## config.mk

```make
export PLATFORM = sky130hd
export DESIGN_NAME = rate_req_sched
export DESIGN_NICKNAME = d
export VERILOG_FILES = /design/src/rtl/rate_req_sched.sv
export SDC_FILE = /design/constraint.sdc
export NUM_CORES = 1
export LEC_CHECK = 0
export ABC_CLOCK_PERIOD_IN_PS = 3500
export BUFFER_PORTS_ARGS = -buffer_cell sky130_fd_sc_hd__buf_2
export CORE_ASPECT_RATIO = 1.4
export CORE_MARGIN = 8
export CORE_UTILIZATION = 57
export CTS_BUF_LIST = sky130_fd_sc_hd__clkbuf_4 sky130_fd_sc_hd__clkbuf_8
export CTS_CLUSTER_SIZE = 25
export DETAILED_ROUTE_END_ITERATION = 8
export PLACE_DENSITY = 0.85
export SLEW_MARGIN = 20
export SYNTH_ARGS = -nofsm -noshare
export SYNTH_HDL_FRONTEND = slang
export SYNTH_SLANG_ARGS = --single-unit
```

## constraint.sdc

```tcl
create_clock -name clk -period 3.5 [get_ports clk]
set_input_delay 0.35 -clock clk [delete_from_list [all_inputs] [get_ports clk]]
set_output_delay 0.35 -clock clk [all_outputs]
set_load 0.005 [all_outputs]
```

## src/rtl/rate_req_sched.sv

```systemverilog
module rate_req_sched #(
  parameter int RATE_W   = 16,
  parameter int FRAME_HZ = 48000,
  parameter int MIN_HZ   = 4000,
  parameter int RESET_HZ = 48000
) (
  input  logic              clk,
  input  logic              rst_n,
  input  logic              frame_tick,
  input  logic              vra_en,
  input  logic              play_rate_wr,
  input  logic [RATE_W-1:0] play_rate_in,
  input  logic              cap_rate_wr,
  input  logic [RATE_W-1:0] cap_rate_in,
  output logic              req_left_n,
  output logic              req_right_n,
  output logic              cap_valid
);

  localparam int NPATH = 2;
  localparam int ACC_W = $clog2(2 * FRAME_HZ);
  localparam logic [RATE_W-1:0] MIN_R   = RATE_W'(MIN_HZ);
  localparam logic [RATE_W-1:0] MAX_R   = RATE_W'(FRAME_HZ);
  localparam logic [RATE_W-1:0] RST_R   = RATE_W'(RESET_HZ);
  localparam logic [ACC_W-1:0]  FRAME_A = ACC_W'(FRAME_HZ);

  logic [NPATH-1:0]             wr;
  logic [NPATH-1:0][RATE_W-1:0] wdata;
  logic [NPATH-1:0][RATE_W-1:0] rate_q;
  logic [NPATH-1:0][ACC_W-1:0]  acc_q;
  logic [NPATH-1:0]             fire;
  logic                         req_n_q;

  assign wr    = {cap_rate_wr, play_rate_wr};
  assign wdata = {cap_rate_in, play_rate_in};

  for (genvar p = 0; p < NPATH; p++) begin : g_path
    logic [RATE_W-1:0] clamped;
    logic [ACC_W-1:0]  sum;

    assign clamped = (wdata[p] < MIN_R) ? MIN_R :
                     (wdata[p] > MAX_R) ? MAX_R : wdata[p];
    assign sum     = acc_q[p] + ACC_W'(rate_q[p]);
    assign fire[p] = !vra_en || (sum >= FRAME_A);

    always_ff @(posedge clk) begin
      if (!rst_n)        rate_q[p] <= RST_R;
      else if (wr[p])    rate_q[p] <= clamped;
    end

    always_ff @(posedge clk) begin
      if (!rst_n || wr[p] || !vra_en) acc_q[p] <= '0;
      else if (frame_tick)            acc_q[p] <= fire[p] ? sum - FRAME_A : sum;
    end

    p_acc_bound_r2: assert property (@(posedge clk) disable iff (!rst_n)
      acc_q[p] < FRAME_A);
    p_rate_range_r5: assert property (@(posedge clk) disable iff (!rst_n)
      (rate_q[p] >= MIN_R) && (rate_q[p] <= MAX_R));
    p_wr_clear_r8: assert property (@(posedge clk) disable iff (!rst_n)
      wr[p] |=> (acc_q[p] == '0));
    p_fixed_hold_r7: assert property (@(posedge clk) disable iff (!rst_n)
      !vra_en |=> (acc_q[p] == '0));
  end

  always_ff @(posedge clk) begin
    if (!rst_n) begin
      req_n_q   <= 1'b1;
      cap_valid <= 1'b0;
    end else begin
      cap_valid <= frame_tick && fire[1];
      if (frame_tick) req_n_q <= !fire[0];
    end
  end

  assign req_left_n  = req_n_q;
  assign req_right_n = req_n_q;

  p_fixed_rate_r7: assert property (@(posedge clk) disable iff (!rst_n)
    (frame_tick && !vra_en) |=> (!req_left_n && cap_valid));
  p_cap_pulse_r4: assert property (@(posedge clk) disable iff (!rst_n)
    cap_valid |-> $past(frame_tick));
  p_flag_hold_r2: assert property (@(posedge clk) disable iff (!rst_n)
    !frame_tick |=> $stable(req_left_n));
  p_full_rate_r6: assert property (@(posedge clk) disable iff (!rst_n)
    (frame_tick && !play_rate_wr && rate_q[0] == MAX_R) |=> !req_left_n);

endmodule

```

After elaboration in Yosys (flattened, before gate mapping)
Index checks and enable logic that the tools add are counted.
Widths: inputs -> output; s select.
Word-level totals
  flip-flop bits (word level): 68
  bits of input ports: 38
Operators by class
  add/sub/neg operators: 4
  mux-type cells: 6
  reduce and logical (&&, ||, !) cells: 10
  $lt $le $gt $ge: 6
Operators with widths (number)
  $mux 16: 4
  $add 17x16->17: 2
  $ge 17x16->1 const B: 2
  $mux 17: 2
  $sub 17x16->17 const B: 2
  $gt 16x16->1 const B: 2
  $lt 16x12->1 const B: 2
  $logic_or 1x1->1: 6
  $logic_not 1->1: 3
  $logic_and 1x1->1: 1

Longest topological paths before layout
  word-level depth: 4
  gate-level depth with buffers: 15
  depth with buffers taken out: 14

Worst setup path after synthesis
Ideal clock, no wire load.
  path kind: register to register
  start point: register rate_q[0] (netlist name)
  end point: register acc_q[8] (netlist name)
  period minus slack after synthesis: 3375 ps
  cell stages (with the launch flop): 14
  slack: 125 ps
  arrival: 3248 ps
  cell sequence: dfxtp_1 ha_1 fa_1 a211oi_2 o21bai_1 o2111a_1 or4_1 a22oi_1 o311a_1 o31a_1 buf_6 mux2_2 mux2i_1 nor2_1
On the way
  word-level cells in the longest chain between the ends: 4
RTL lines
  start, declared: RTL line 29  | logic [NPATH-1:0][RATE_W-1:0] rate_q;
  start signal, assigned by index: RTL line 48  | else if (wr[p]) rate_q[p] <= clamped;
  $add 17x16->17 *: RTL line 43  | assign sum = acc_q[p] + ACC_W'(rate_q[p]);
  $ge 17x16->1: RTL line 44  | assign fire[p] = !vra_en || (sum >= FRAME_A);
  $logic_or 1x1->1: RTL line 44
  $mux 17 *: RTL line 53  | else if (frame_tick) acc_q[p] <= fire[p] ? sum - FRAME_A : sum;
  end signal, assigned by index: RTL line 53
  end, declared: RTL line 30  | logic [NPATH-1:0][ACC_W-1:0] acc_q;
Mark *: on every way between the ends. The rest lies on a longest branch, timed or not.
A chain may end at the register's enable or synchronous reset.

Final worst setup path
  start point: register rate_q[16] (netlist name)
  end point: register acc_q[24] (netlist name)
The elaborated chain is that of the path after synthesis.

==> flow_summary.ini <==
[run_status]
outcome = finished with violations
violations = negative setup slack

[floorplanning]
start_util_pct = 58.4
die_h_um = 126
rows = 40
core_area_um2 = 8510
ios = 41
die_w_um = 94.9
dieArea_um2 = 12000

[synthesis]
synthCells = 626
synth_most_common_cell = dfxtp_1
synth_top_area_share_pct = 27.4
ys_seq_area_share_pct = 27.4
ys_async_sr_fraction_pct = 0
synth_area_leaders = dfxtp_1, ha_1, a21oi_1
synth_edf_count = 0
synth_area_um2 = 4970
synth_cell_types = 68
yosysTopAreaCell = dfxtp_1
syn_avg_cell_area_um2 = 7.94
synth-main-ff-cell = dfxtp_1
synth_common_cells = dfxtp_1, nor2_1, a21oi_1
synth_seq_cells = 68
synthesis.nets = 700
ys_warn_count = 0

[cts]
cts_max_level = 3
cts_hold_buf = 0
clkLatencyLatePin_ns = 0.37
cts_tree = done
cts_buffer_depth = 2
clk_pin_slew_ns = 0.08
cts_root_buf = clkbuf_8
cts_buffers = 9
cts.sink_count = 68

[cells_and_area]
utilization_pct = 69.7
multiInputGateArea_um2 = 3680
num-fill-cells = 646
final_nets = 764
area_growth_pct = 19.3
antenna_cells = 0
layout-drive-gt1-share_pct = 20.0
register_area_um2 = 1370

[route]
vias = 5124
viasPerCell = 6.41
drt-pass1-iter-count = 5
wl_mm = 14.4
ant_nets = 0
wl_per_cell_um = 18.0
first_iter_violations = 272
drc = 0

[setup_path]
crit_chain = ha_4 -> fa_2 -> a211oi_4 -> o31ai_4 -> o211ai_1 -> nand3_1 -> a31oi_2 -> mux2i_1 -> o211ai_1 -> buf_4 -> buf_6 -> xnor2_1 -> a211oi_1
worstPathRequired_ns = 3.78
path_delay_family = compound AO/OA/AOI/OAI gates
r2r_setup_slack_ns = -0.01
cp-end-kind = flip-flop
worst-path-buf-inv = 2
crit_fanout = 6
critPathMaxStageDelay_ns = 0.42
worst_path_max_delay_cell = fa_2
critPathKind = flip-flop to flip-flop
crit_arrival_ns = 3.79
crit_path_start_kind = flip-flop
crit_top_cell = o211ai_1

[timing]
layout_setup_ws_ns = -0.0136
min_period_ns = 3.51
finalClockSkew_ns = 0.0154
setup_viol = 1
hold_violations = 0
period_share_pct = 100
max_freq_mhz = 285
tightest_slew_ns = 0.662
drv_slew = 0
slew_headroom_pct = 55.9
rsz0062_at_grt = yes

[place]
dp_worst_setup_slack_ns = -0.0825
numPortBuffers = 40
place_congestion = 0.961
place_hpwl_mm = 10.0

[global_route]
overflow = 0
grt_pass1_wl_mm = 22.2
grt_max_degree = 36
grt_antenna_before_repair = 0
grt_use_total_pct = 22.7
grt_pass1_vias = 5114

[power]
leakage_nw = 2.53
p_per_area_nw_per_um2 = 407
ir_drop_mv = 0.307

[worst_hold_path]
hp-class = input pin to flip-flop

[run]
cap_violations = 0
area by class of cell:
type | instances | share of cell area [%]
flip-flops and latches | 68 | 23.0
clock buffers | 13 | 2.81
clock inverters | 3 | 1.16
multi-input cells | 524 | 62.0
well taps | 105 | 2.22
repair buffers | 75 | 8.00
inverters | 12 | 0.759
cell families after synthesis:
family / Yosys count / share of synthesized area (%)
multiplexers: 22 / 4.46
AND/OR/NAND/NOR: 253 / 26.4
buffers and inverters: 34 / 2.82
XOR/XNOR: 25 / 4.40
flip-flops: 68 / 27.4
AO/OA/AOI/OAI: 188 / 25.1
adder cells (fa/ha/maj): 36 / 9.36
where the power goes:
| part | total, mW | switching, mW | internal [mW] |
|---|---|---|---|
| clock network | 0.781 | 0.323 | 0.458 |
| logic | 0.806 | 0.435 | 0.370 |
| registers | 0.830 | 0.0227 | 0.807 |
| total | 2.42 | 0.781 | 1.64 |
layer usage:
layer,global-route usage (%),up-vias,wire length (µm)
met5,0,-,0
met4,14.7,0,680
met3,4.37,58,721
met2,39.9,182,7490
met1,23.8,2425,5490
li1,-,2459,-
worst min-delay path, cell delays in order:
cell     delay, ns
buf_2         0.09
o22ai_1       0.07
nand2_1       0.06
state kept, by name, indices dropped and copies added, names as in the netlist:
name / flops
acc_q: 34
cap_valid: 1
rate_q: 32
req_left_n: 1
worst paths after layout:
| path | cells past startpoint | start | to |
|---|---|---|---|
| worst min-delay path | 3 | cap_rate_in[9] | rate_q[25] |
| worst max register to register | 13 | rate_q[16] | acc_q[24] |
| worst max-delay path | 13 | rate_q[16] | acc_q[24] |
| worst min register to register | 2 | rate_q[28] | rate_q[28] |
placed cells by master (no fill, tap or decap), types with 6 or more instances in the layout:
master,netlist,layout
dfxtp_1,68,64
nor2_1,56,54
a21oi_1,55,53
nand2_1,53,52
o21ai_0,41,40
buf_2,1,40
nor2b_1,38,37
buf_4,1,32
ha_1,34,31
mux2i_1,21,21
xnor2_1,20,20
nand3_1,19,18
nand2b_1,15,15
inv_1,12,12
a211oi_1,12,11
clkbuf_8,0,11
o22ai_1,10,10
nor3_1,11,10
and2_1,9,9
nand4_1,8,8
and3_1,8,7
o211ai_1,6,6
nand3b_1,6,6
metrics by stage:
step	std cells	hold slack, ns	power (mW)	area [µm²]	TNS (ns)
after floorplan	626	0.449	1.33	4970	0
after global routing	800	0.236	2.53	5930	-1.29
after global placement	772	0.465	1.50	5380	0
final	800	0.217	2.42	5930	-0.0136
after CTS	790	0.212	2.31	5640	-0.0201
after detailed placement	772	0.470	1.52	5380	-0.148
what timing repair did:
item / in CTS / in global routing
resized for setup: 2 / 46
setup endpoints to repair: 10 / 19
pin swaps: 3 / 32
buffers inserted: 2 / 10
Power figures use the tool's default switching activity.
